<file path="config.mk">
export PLATFORM = sky130hd
export DESIGN_NAME = flash_cmd_decoder
export DESIGN_NICKNAME = d
export VERILOG_FILES = /design/src/rtl/flash_cmd_pkg.sv /design/src/rtl/fcd_seq.sv /design/src/rtl/fcd_timer.sv /design/src/rtl/fcd_array.sv /design/src/rtl/flash_cmd_decoder.sv
export SDC_FILE = /design/constraint.sdc
export NUM_CORES = 1
export LEC_CHECK = 0
export BUFFER_PORTS_ARGS = -buffer_cell sky130_fd_sc_hd__buf_2
export CORE_ASPECT_RATIO = 1.1
export CORE_MARGIN = 2
export CORE_UTILIZATION = 45
export DETAILED_ROUTE_END_ITERATION = 7
export PLACE_DENSITY = 0.73
export SYNTH_ARGS = -nofsm -noshare
export SYNTH_HDL_FRONTEND = slang
export SYNTH_SLANG_ARGS = --single-unit
</file>
<file path="constraint.sdc">
create_clock -name clk -period 5.25 [get_ports clk]
set_input_delay 0.2625 -clock clk [delete_from_list [all_inputs] [get_ports clk]]
set_output_delay 0.2625 -clock clk [all_outputs]
set_load 0.05 [all_outputs]
</file>
<file path="src/rtl/flash_cmd_pkg.sv">
// Shared types and command constants for the flash program command decoder.
package flash_cmd_pkg;

    // Width of the address bits that take part in command matching.
    localparam int CMD_AW = 11;

    localparam logic [CMD_AW-1:0] KEY_ADDR_A  = 11'h555;
    localparam logic [CMD_AW-1:0] KEY_ADDR_B  = 11'h2AA;
    localparam logic [7:0]        KEY_DATA_A  = 8'hAA;
    localparam logic [7:0]        KEY_DATA_B  = 8'h55;
    localparam logic [7:0]        CMD_PROGRAM = 8'hA0;
    localparam logic [7:0]        CMD_FAST    = 8'h20;
    localparam logic [7:0]        CMD_EXIT_1  = 8'h90;
    localparam logic [7:0]        CMD_EXIT_2  = 8'h00;

    // Command machine modes.
    typedef enum logic [2:0] {
        M_READ,      // idle, array reads
        M_KEY1,      // first unlock write seen
        M_KEY2,      // second unlock write seen
        M_SETUP,     // program set-up seen, next write is address/data
        M_FAST,      // fast mode idle
        M_FAST_PGM,  // fast mode, program command seen
        M_FAST_EXIT  // fast mode, first exit write seen
    } fcd_mode_e;

endpackage

</file>
<file path="src/rtl/fcd_seq.sv">
// Command sequence tracker.
// Decodes bus writes into mode changes and raises a one-cycle launch when
// an address/data write completes a program request.
// Assumes: busy comes from the program timer; writes while busy are dropped.
module fcd_seq
    import flash_cmd_pkg::*;
#(
    parameter int ADDR_W = 11
) (
    input  logic              clk,
    input  logic              rst_n,
    input  logic              wr_en,
    input  logic [ADDR_W-1:0] addr,
    input  logic [7:0]        wdata,
    input  logic              busy,
    output fcd_mode_e         mode,
    output logic              launch
);

    logic [CMD_AW-1:0] key_addr;
    logic              take;
    fcd_mode_e         mode_nx;

    assign key_addr = addr[CMD_AW-1:0];
    assign take     = wr_en && !busy;
    assign launch   = take && (mode == M_SETUP || mode == M_FAST_PGM);

    // Next mode from the current mode and an accepted write.
    always_comb begin
        mode_nx = mode;
        if (take) begin
            unique case (mode)
                M_READ:
                    if (key_addr == KEY_ADDR_A && wdata == KEY_DATA_A) mode_nx = M_KEY1;
                M_KEY1:
                    mode_nx = (key_addr == KEY_ADDR_B && wdata == KEY_DATA_B) ? M_KEY2 : M_READ;
                M_KEY2: begin
                    mode_nx = M_READ;
                    if (key_addr == KEY_ADDR_A && wdata == CMD_PROGRAM) mode_nx = M_SETUP;
                    if (key_addr == KEY_ADDR_A && wdata == CMD_FAST)    mode_nx = M_FAST;
                end
                M_SETUP:     mode_nx = M_READ;
                M_FAST: begin
                    if (wdata == CMD_PROGRAM) mode_nx = M_FAST_PGM;
                    if (wdata == CMD_EXIT_1)  mode_nx = M_FAST_EXIT;
                end
                M_FAST_PGM:  mode_nx = M_FAST;
                M_FAST_EXIT: mode_nx = (wdata == CMD_EXIT_2) ? M_READ : M_FAST;
                default:     mode_nx = M_READ;
            endcase
        end
    end

    // Mode register with hardware reset to read mode.
    always_ff @(posedge clk) begin
        if (!rst_n) mode <= M_READ;
        else        mode <= mode_nx;
    end

endmodule

</file>
<file path="src/rtl/fcd_timer.sv">
// Program operation timer.
// Holds the target of a launched program for PROG_CYCLES cycles, then
// issues a one-cycle commit. Also keeps the polling toggle bit.
// Assumes: launch never arrives while busy (the sequencer gates it).
module fcd_timer #(
    parameter int PROG_CYCLES = 8,
    parameter int IDX_W       = 4
) (
    input  logic             clk,
    input  logic             rst_n,
    input  logic             launch,
    input  logic [IDX_W-1:0] launch_idx,
    input  logic [7:0]       launch_data,
    input  logic             rd_en,
    output logic             busy,
    output logic             commit,
    output logic [IDX_W-1:0] tgt_idx,
    output logic [7:0]       tgt_data,
    output logic             toggle
);

    localparam int CW = $clog2(PROG_CYCLES + 1);

    logic [CW-1:0] remain;

    assign commit = busy && (remain == '0);

    // Busy window countdown and target capture.
    always_ff @(posedge clk) begin
        if (!rst_n) begin
            busy     <= 1'b0;
            remain   <= '0;
            tgt_idx  <= '0;
            tgt_data <= '0;
        end else if (launch) begin
            busy     <= 1'b1;
            remain   <= CW'(PROG_CYCLES - 1);
            tgt_idx  <= launch_idx;
            tgt_data <= launch_data;
        end else if (busy) begin
            if (remain == '0) busy   <= 1'b0;
            else              remain <= remain - 1'b1;
        end
    end

    // Toggle bit: cleared at launch, inverted by each read while busy.
    always_ff @(posedge clk) begin
        if (!rst_n)              toggle <= 1'b0;
        else if (launch)         toggle <= 1'b0;
        else if (busy && rd_en)  toggle <= ~toggle;
    end

endmodule

</file>
<file path="src/rtl/fcd_array.sv">
// Small programmable storage array.
// A commit can only clear bits: the cell takes old AND new.
// Assumes: reset models an erased array (all ones).
module fcd_array #(
    parameter int DEPTH = 16,
    parameter int IDX_W = 4
) (
    input  logic             clk,
    input  logic             rst_n,
    input  logic             commit,
    input  logic [IDX_W-1:0] cmt_idx,
    input  logic [7:0]       cmt_data,
    input  logic [IDX_W-1:0] rd_idx,
    output logic [7:0]       rd_data
);

    logic [7:0] cells [DEPTH];

    // Erase on reset, bit-clearing update on commit.
    always_ff @(posedge clk) begin
        for (int i = 0; i < DEPTH; i++) begin
            if (!rst_n)
                cells[i] <= 8'hFF;
            else if (commit && cmt_idx == IDX_W'(i))
                cells[i] <= cells[i] & cmt_data;
        end
    end

    assign rd_data = cells[rd_idx];

endmodule

</file>
<file path="src/rtl/flash_cmd_decoder.sv">
// Flash program command decoder, top level.
// Ties the sequence tracker, program timer and storage array together and
// muxes array data or polling status onto the read bus.
// Assumes: ADDR_W >= 11 and ARR_DEPTH a power of two no larger than 2**ADDR_W.
module flash_cmd_decoder
    import flash_cmd_pkg::*;
#(
    parameter int ADDR_W      = 11,
    parameter int ARR_DEPTH   = 16,
    parameter int PROG_CYCLES = 8
) (
    input  logic              clk,
    input  logic              rst_n,
    input  logic              wr_en,
    input  logic              rd_en,
    input  logic [ADDR_W-1:0] addr,
    input  logic [7:0]        wdata,
    output logic [7:0]        rdata,
    output logic              ready
);

    localparam int IDX_W = $clog2(ARR_DEPTH);

    fcd_mode_e        mode;
    logic             launch;
    logic             busy;
    logic             commit;
    logic [IDX_W-1:0] tgt_idx;
    logic [7:0]       tgt_data;
    logic             toggle;
    logic [7:0]       arr_data;

    fcd_seq #(.ADDR_W(ADDR_W)) u_seq (
        .clk    (clk),
        .rst_n  (rst_n),
        .wr_en  (wr_en),
        .addr   (addr),
        .wdata  (wdata),
        .busy   (busy),
        .mode   (mode),
        .launch (launch)
    );

    fcd_timer #(.PROG_CYCLES(PROG_CYCLES), .IDX_W(IDX_W)) u_timer (
        .clk         (clk),
        .rst_n       (rst_n),
        .launch      (launch),
        .launch_idx  (addr[IDX_W-1:0]),
        .launch_data (wdata),
        .rd_en       (rd_en),
        .busy        (busy),
        .commit      (commit),
        .tgt_idx     (tgt_idx),
        .tgt_data    (tgt_data),
        .toggle      (toggle)
    );

    fcd_array #(.DEPTH(ARR_DEPTH), .IDX_W(IDX_W)) u_array (
        .clk      (clk),
        .rst_n    (rst_n),
        .commit   (commit),
        .cmt_idx  (tgt_idx),
        .cmt_data (tgt_data),
        .rd_idx   (addr[IDX_W-1:0]),
        .rd_data  (arr_data)
    );

    // Read bus: polling status while busy, array byte otherwise.
    always_comb begin
        if (busy) rdata = {~tgt_data[7], toggle, 6'b0};
        else      rdata = arr_data;
    end

    assign ready = !busy;

endmodule

</file>
# Word-level counts from Yosys, hierarchy flattened
# Memory sizes are Yosys's and may differ from the RTL's.
# Cells that the tools add are included.
# op_classes
add_sub_neg	1
eq_ne	31
n_mux	80
n_bitwise	36
reduce_logical	35
# op_table
cell	count
8-bit 2-to-1 mux	17
8-bit AND	16
1-bit 2-to-1 mux	52
4-bit == test (second input constant)	8
8-bit == test (second input constant)	3
1-bit logical AND	24
3-bit 2-to-1 mux	8
3-bit one-hot mux with 6 select lines	1
4-bit by 3-bit == test with 1-bit output (second input constant)	4
1-bit OR	16
11-bit by 10-bit == test with 1-bit output (second input constant)	1
11-bit == test (second input constant)	1
3-bit == test (second input constant)	3
4-bit by 2-bit == test with 1-bit output (second input constant)	2
8-bit by 6-bit == test with 1-bit output (second input constant)	1
8-bit by 7-bit == test with 1-bit output (second input constant)	1
4-bit logical NOT	2
8-bit logical NOT	1
3-bit by 2-bit == test with 1-bit output (second input constant)	2
4-bit by 1-bit == test with 1-bit output (second input constant)	1
2-bit 2-to-1 mux	2
1-bit NOT	4
2-bit AND reduction	2
4-bit by 1-bit subtractor with 4-bit output (second input constant)	1
10 further kinds	10
# totals
reg_bits	21
ram_bits	128
input_bits	23
output_inout_bits	9
wordCells	191
memories	1
# mem_list
memory	words	word_bits	read_ports	rd_ports_with_merged_regs	wr	line	text
u_array.cells	16	8	17	0	16	fcd_array.sv:17	logic [7:0] cells [DEPTH];

# Longest topological paths before layout
# Gate-level depths: netlist (run 1).
# logic_depth
depth_word	7
depth_mapped	7

# Modules after synthesis
# From an unflattened synthesis (run 1), not the netlist that was laid out.
# hier_totals
hier_cells	632
hier_area_um2	7394.6
# modules_own_cells
mod	instances	cells_each	area_per_inst_um2	seq_area_each_um2
fcd_array	1	498	6134.6	3843.7
fcd_timer	1	69	774.5	360.3
fcd_seq	1	55	410.4	60.1
flash_cmd_decoder	1	10	75.1	0.0

# Least setup slack after synthesis (run 1)
# No wires, ideal clock.
# synth_path
path_kind	input port to output port
from	input addr[0]
to	output rdata[6]
arrival_time_ns	2.371
required_time_ns	4.988
path_slack_ns	2.617
path_stages	6
path_buffers	3
cell_sequence	buf_2 > buf_4 > buf_2 > mux4_2 > mux2i_1 > a311oi_1
# synth_between
elab_chain_cells	2
# synth_lines
item	line	text
start: declaration	flash_cmd_decoder.sv:16	input logic [ADDR_W-1:0] addr,
memory 16 x 8 bit	n/a	
8-bit 2-to-1 mux	flash_cmd_decoder.sv:70	if (busy) rdata = {~tgt_data[7], toggle, 6'b0};
end: declaration	flash_cmd_decoder.sv:18	output logic [7:0] rdata,
# Every way passes these cells.

# Final worst setup path (run 1)
# layout_path
from	input addr[1]
to	output rdata[6]
# The elaborated chain is that of the path after synthesis.

==> impl_metrics.py, run 1 <==
metrics = {
    "status": {
        "outcome": "finished, final reports clean",
    },
    "global_routing": {
        "grt_pass1_wl_um": 29600,
        "grt_max_degree": 30,
        "grt_overflow_total": 0,
        "antenna_found_initial": 0,
        "grt_util_met3_pct": 5.05,
        "use_met1_pct": 27.7,
        "grt.total_usage_pct": 23.0,
        "grt.busiest_layer": "met2",
        "gr-usage-met2_pct": 39.3,
        "grt_pass1_vias": 5296,
    },
    "cts": {
        "cts-root-buf": "clkbuf_16",
        "post_cts_buffers": 0,
        "htree_num_levels": 4,
        "cts_buffer_depth": 2,
        "cts.reportedPaths.clkPinSlew_ns": 0.06,
        "cts_resized": 0,
        "cts_sinks": 149,
        "clk_latency_ns": 0.43,
        "hold_buffers": 0,
        "cts_buffers": 17,
        "cts_tree": "built",
    },
    "die": {
        "start_util_pct": 46.2,
        "die_w_um": 125,
        "core_um2": 15800,
        "io_pins": 32,
        "die-area_um2": 17200,
        "die_y_um": 138,
        "rows": 48,
    },
    "critical_path": {
        "cp_cell_sequence": "buf_2 -> mux4_2 -> and2b_1 -> a2111oi_0 -> a311oi_1 -> buf_2",
        "cp_slowest_cell": "a2111oi_0",
        "cp-start-kind": "input port",
        "crit_type": "input port to output pin",
        "slowest_delay_ns": 0.62,
        "path_max_fanout": 23,
        "crit_top_cell": "buf_2",
        "path_buf_inv": 2,
        "cp.required_ns": 4.99,
        "arrival_ns": 2.59,
        "cp_top_family": "buffers and inverters",
        "end_kind": "output pin",
        "r2r_slack_ns": 2.50,
    },
    "sta": {
        "hold_violations": 0,
        "layout_setup_ws_ns": 2.40,
        "post-route-period-util_pct": 54.3,
        "fin_setup_tns_ns": 0,
        "tightest_slew_ns": 1.43,
        "holdWs_ns": 0.114,
        "slew_viol_final": 0,
        "finalClockSkew_ns": 0.00629,
        "period_needed_ns": 2.85,
        "fmax_ghz": 0.351,
        "slew_headroom_pct": 3.91,
        "setup_violations": 0,
        "rsz0062_at_grt": "false",
    },
    "synthesis": {
        "syn_nets": 605,
        "synthTopCellsByArea": "edfxtp_1 53%, a21o_1 10%, mux4_2 6.8%",
        "yosysWarnings": 0,
        "synth_edf_count": 128,
        "synth_cell_types": 51,
        "async_flop_share_pct": 0,
        "yosysSeqAreaShare_pct": 58.5,
        "synth_area_um2": 7290,
        "yosysTopAreaCellShare_pct": 52.7,
        "ys_ff_latch": 149,
        "syn_area_per_cell_um2": 12.6,
        "dominantRegCellSynth": "edfxtp_1",
        "synth_cells": 580,
        "post-synth-top-area-cell": "edfxtp_1",
    },
    "power_and_ir_drop": {
        "p_total_mw": 2.56,
        "ir_drop_v": 0.000198,
        "leakagePower_nw": 2.30,
        "p_per_area_nw_per_um2": 314,
    },
    "place": {
        "gp_routability_congestion": 0.917,
        "post-dp-hpwl_um": 13200,
        "numPortBuffers": 31,
        "place_worst_setup_slack_ns": 2.39,
        "place_area_um2": 7570,
        "placedCellCount": 780,
    },
    "route": {
        "vias_per_cell": 6.49,
        "via_count": 5277,
        "routed_wl_um": 19100,
        "drtIter0Drc": 743,
        "antenna_left": 0,
        "first_pass_iters": 6,
        "wl_per_cell_um": 23.5,
        "drc_errors": 0,
    },
    "flow_run": {
        "maxCapViolations": 0,
    },
    "cells_and_area": {
        "nNetsFinal": 625,
        "finish.instance_area_um2": 8150,
        "diodes": 0,
        "fillers": 1332,
        "utilization_pct": 51.6,
        "syn_to_final_growth_pct": 11.7,
        "final_cell_count_no_fill": 813,
        "layout-drive-gt1-share_pct": 16.3,
    },
    "worst_hold_path": {
        "hold_path_class": "input port to flip-flop",
    },
}
-- tightest hold or removal path, delay by kind of cell --
kind | cells | cell delay (ns)
AOI/OAI and AO/OA | 1 | 0.05
buffers and inverters | 1 | 0.13
and+or+nand+nor | 1 | 0.05
-- area by class of cell --
class | instances | area [um2] | share of cell area [%]
Clock inverter | 15 | 145 | 1.78
Sequential cell | 149 | 4260 | 52.3
Inverter | 7 | 26.3 | 0.323
Tap cell | 200 | 250 | 3.07
Multi-Input combinational cell | 386 | 2820 | 34.6
Clock buffer | 17 | 425 | 5.22
Timing Repair Buffer | 39 | 213 | 2.61
-- cells by family after synthesis --
logic type	after synthesis	share of synthesized area, %
AND/OR/NAND/NOR	176	11.5
buffers and inverters	45	2.85
flip-flops	149	58.5
AO/OA/AOI/OAI	158	15.0
multiplexers	44	11.1
XOR/XNOR	6	0.721
adder cells (fa/ha/maj)	2	0.343
-- Yosys cell counts (2+ instances only) --
cell / number
a21o_1: 97
mux4_1: 6
and3_1: 3
dfxtp_1: 21
nor2_1: 15
o22ai_1: 3
a311oi_1: 2
nor3_1: 6
nor2b_1: 4
nand4_1: 3
and4b_1: 2
ha_1: 2
mux4_2: 22
a21oi_1: 21
buf_4: 3
buf_2: 7
nand3_1: 5
and4_1: 2
a211oi_1: 3
o221ai_1: 6
edfxtp_1: 128
o21ai_1: 3
mux2i_1: 16
nand2_1: 108
clkbuf_1: 26
o21ai_0: 17
or4b_1: 2
nand2b_1: 4
xor2_1: 3
nor3_2: 4
nand4b_1: 2
inv_2: 2
inv_1: 5
and2_1: 3
xnor2_1: 3
nor4_1: 5
or2_1: 2
-- power breakdown --
group	switching, mW	internal [mW]
combinational	0.0762	0.0302
clock	0.507	0.663
sequential	0.0000000577	1.28
total	0.583	1.97
-- routing by layer --
metal	vias up	routed length, um	share of wire, %
met5	-	0	0
met4	0	784	4.1
met3	71	1770	9.2
met2	329	9490	50
met1	2621	7070	37
li1	2256	-	-
-- flip-flops by register name, summed over array words and instances (netlist names) --
| signal | count |
|---|---|
| u_array.cells | 128 |
| u_seq.mode | 3 |
| u_timer.busy | 1 |
| u_timer.remain | 4 |
| u_timer.tgt_data | 8 |
| u_timer.tgt_idx | 4 |
| u_timer.toggle | 1 |
-- path summary, 6_finish.rpt --
check	endpoint	startpoint	cells past startpoint
worst max register to register	u_array.cells[8][2]	u_timer.busy	3
worst max-delay path	rdata[6]	addr[1]	6
worst min register to register	u_timer.tgt_idx[2]	u_timer.tgt_idx[2]	2
worst min-delay path	u_timer.tgt_data[1]	wdata[1]	3
-- layout by cell type, fill, tap and decap left out, types with 7 or more instances in the layout --
cell type | netlist | layout
mux4_2 | 22 | 22
a21o_1 | 97 | 97
buf_2 | 7 | 32
dfxtp_1 | 21 | 21
mux2i_1 | 16 | 16
nor2_1 | 15 | 15
edfxtp_1 | 128 | 128
nand2_1 | 108 | 108
a21oi_1 | 21 | 21
o21ai_0 | 17 | 15
buf_4 | 3 | 7
clkbuf_16 | 0 | 17
(Power assumes the default switching activity.)
==> run 2: changes to the inputs <==
==> constraint.sdc (replaced) <==
create_clock -name clk -period 2.9 [get_ports clk]
set_input_delay 0.145 -clock clk [delete_from_list [all_inputs] [get_ports clk]]
set_output_delay 0.145 -clock clk [all_outputs]
set_load 0.05 [all_outputs]
==> run 2 against run 1 <==
Effect of this change: core utilization grew 1.2 points; sequential share of layout area shrank 1.2 points; routed wire length grew 0.52%; worst hold slack lost 0.10 ns.
==> impl_metrics.py, run 2 (synthesis gave the netlist of run 1 again) <==
metrics = {
    "cells_and_area": {
        "diodes": 0,
        "top_register": "u_array.cells",
        "largestRegisters": "u_array.cells x128, u_timer.tgt_data x8",
        "fillers": 1257,
        "syn_to_final_growth_pct": 14.3,
        "final_common_cell": "edfxtp_1",
        "layout-drive-gt1-share_pct": 17.8,
        "largest_reg_flops": 128,
        "layout_common_cells": "128 x edfxtp_1, 108 x nand2_1, 97 x a21o_1, 31 x buf_2, 22 x mux4_2",
        "nNetsFinal": 640,
        "finish.instance_area_um2": 8340,
    },
    "cts": {
        "cts_buffer_depth": 2,
        "cts.reportedPaths.clkPinSlew_ns": 0.06,
        "cts_sinks": 149,
        "cts_tree": "built",
        "cts_buffers": 17,
        "cts-root-buf": "clkbuf_16",
        "htree_num_levels": 4,
        "clk_latency_ns": 0.43,
    },
    "die": {
        "core_um2": 15800,
        "die_w_um": 125,
        "start_util_pct": 46.2,
        "io_pins": 32,
        "die-area_um2": 17200,
        "rows": 48,
        "die_y_um": 138,
    },
    "place": {
        "place_area_um2": 7680,
        "gp_routability_congestion": 0.854,
        "post-dp-hpwl_um": 13100,
        "numPortBuffers": 31,
        "place_worst_setup_slack_ns": 0.503,
    },
    "critical_path": {
        "cp.required_ns": 2.76,
        "r2r-start": "u_timer.busy",
        "end_kind": "output pin",
        "cp-start-kind": "flip-flop",
        "path_max_fanout": 2,
        "r2r_slack_ns": 0.43,
        "cp_cell_sequence": "mux4_2 -> and2b_1 -> a2111oi_0 -> a311oi_1 -> buf_2",
        "startpoint": "u_array.cells[2][6]",
        "crit_type": "flip-flop to output pin",
        "arrival_ns": 2.39,
        "timing.rr.end": "u_array.cells[9][6]",
        "reg2reg_depth": 4,
        "slowest_delay_ns": 0.52,
        "cp_slowest_cell": "a2111oi_0",
    },
    "status": {
        "outcome": "finished, final reports clean",
    },
    "global_routing": {
        "grt_pass1_vias": 5270,
        "grt.total_usage_pct": 23.1,
        "grt_pass1_wl_um": 29700,
        "grt_overflow_total": 0,
        "antenna_found_initial": 0,
        "grt_max_degree": 26,
    },
    "sta": {
        "finalClockSkew_ns": 0.0119,
        "fmax_ghz": 0.394,
        "layout_setup_ws_ns": 0.362,
        "fin_setup_tns_ns": 0,
        "rsz0062_at_grt": "false",
        "slew_headroom_pct": 34.7,
        "post-route-period-util_pct": 87.5,
        "period_needed_ns": 2.54,
        "slew_viol_final": 0,
        "tightest_slew_ns": 0.978,
        "hold_violations": 0,
        "setup_violations": 0,
    },
    "power_and_ir_drop": {
        "comb_power_share_pct": 4.3,
        "switching_share_pct": 21.5,
        "leakagePower_nw": 2.42,
        "clkPwrFrac_pct": 48.3,
        "ir_drop_v": 0.000421,
        "p_int_mw": 3.83,
        "p_sw_mw": 1.05,
        "p_per_area_nw_per_um2": 585,
        "p_seq_share_pct": 47.4,
    },
    "worst_hold_path": {
        "whs_path_depth": 3,
        "hold_path_class": "input port to flip-flop",
        "hold_start": "wdata[1]",
        "min_to": "u_timer.tgt_data[1]",
    },
    "route": {
        "via_count": 5250,
        "vias_per_cell": 6.34,
        "routed_wl_um": 19200,
        "wl_per_cell_um": 23.2,
        "drtIter0Drc": 562,
        "drc_errors": 0,
        "antenna_left": 0,
        "first_pass_iters": 7,
    },
    "flow_run": {
        "maxCapViolations": 0,
    },
}
run 2: what timing repair did:
action / in CTS / in global routing
hold buffers: 3 / 0
hold endpoints to repair: 3 / 0
setup buffers: 0 / 0
resized for setup: 0 / 0
run 2: worst max-delay path by stage:
stage | to | slack [ns]
final | rdata[6] | 0.36
after global routing | rdata[6] | 0.30
after CTS | rdata[6] | 0.40
after detailed placement | u_array.cells[9][0] | 0.50
after global placement | u_array.cells[9][5] | 0.57
after floorplan | rdata[6] | 0.50
run 2: layer usage:
metal	vias to the layer above	GRT usage, %	wire, um
met5	-	0	0
met4	0	11.9	845
met3	55	5.59	1500
met2	312	38.8	9450
met1	2605	28.1	7410
li1	2278	-	-
run 2: area by class of cell:
class	count	area, um2	share of cell area (%)
clock inverter	15	203	2.43
clock buffer	17	425	5.10
inverter	7	26.3	0.315
timing repair buffer	54	348	4.17
tap	200	250	3.00
multi-input combinational	386	2820	33.8
sequential	149	4260	51.1
run 2: power by group through the flow:
| stage | Combinational, mW | Clock [mW] | Sequential (mW) |
|---|---|---|---|
| 6_report | 0.211 | 2.36 | 2.31 |
| 3_5_place_dp | 0.204 | 0 | 2.36 |
| 5_1_grt | 0.221 | 2.46 | 2.31 |
| 4_1_cts | 0.208 | 2.37 | 2.31 |
| 3_3_place_gp | 0.199 | 0 | 2.36 |
| 2_1_floorplan | 0.122 | 0 | 2.36 |
run 2: worst max-delay path, delay by kind of cell (launching register included):
kind	cells	cell delay [ns]
flops	1	0.43
simple gates	1	0.17
compound gates	2	0.64
buf+inv	1	0.25
mux	1	0.47
run 2: stage by stage:
step / total power [mW] / util (%) / instances / hold WS (ns)
3_5_place_dp: 2.56 / 48.6 / 793 / 0.430
4_1_cts: 4.89 / 52.8 / 828 / 0.00681
5_1_grt: 4.99 / 52.8 / 828 / 0.0246
2_1_floorplan: 2.48 / - / 580 / 0.281
6_report: 4.88 / 52.8 / 828 / 0.00910
3_3_place_gp: 2.56 / 48.6 / 793 / 0.428
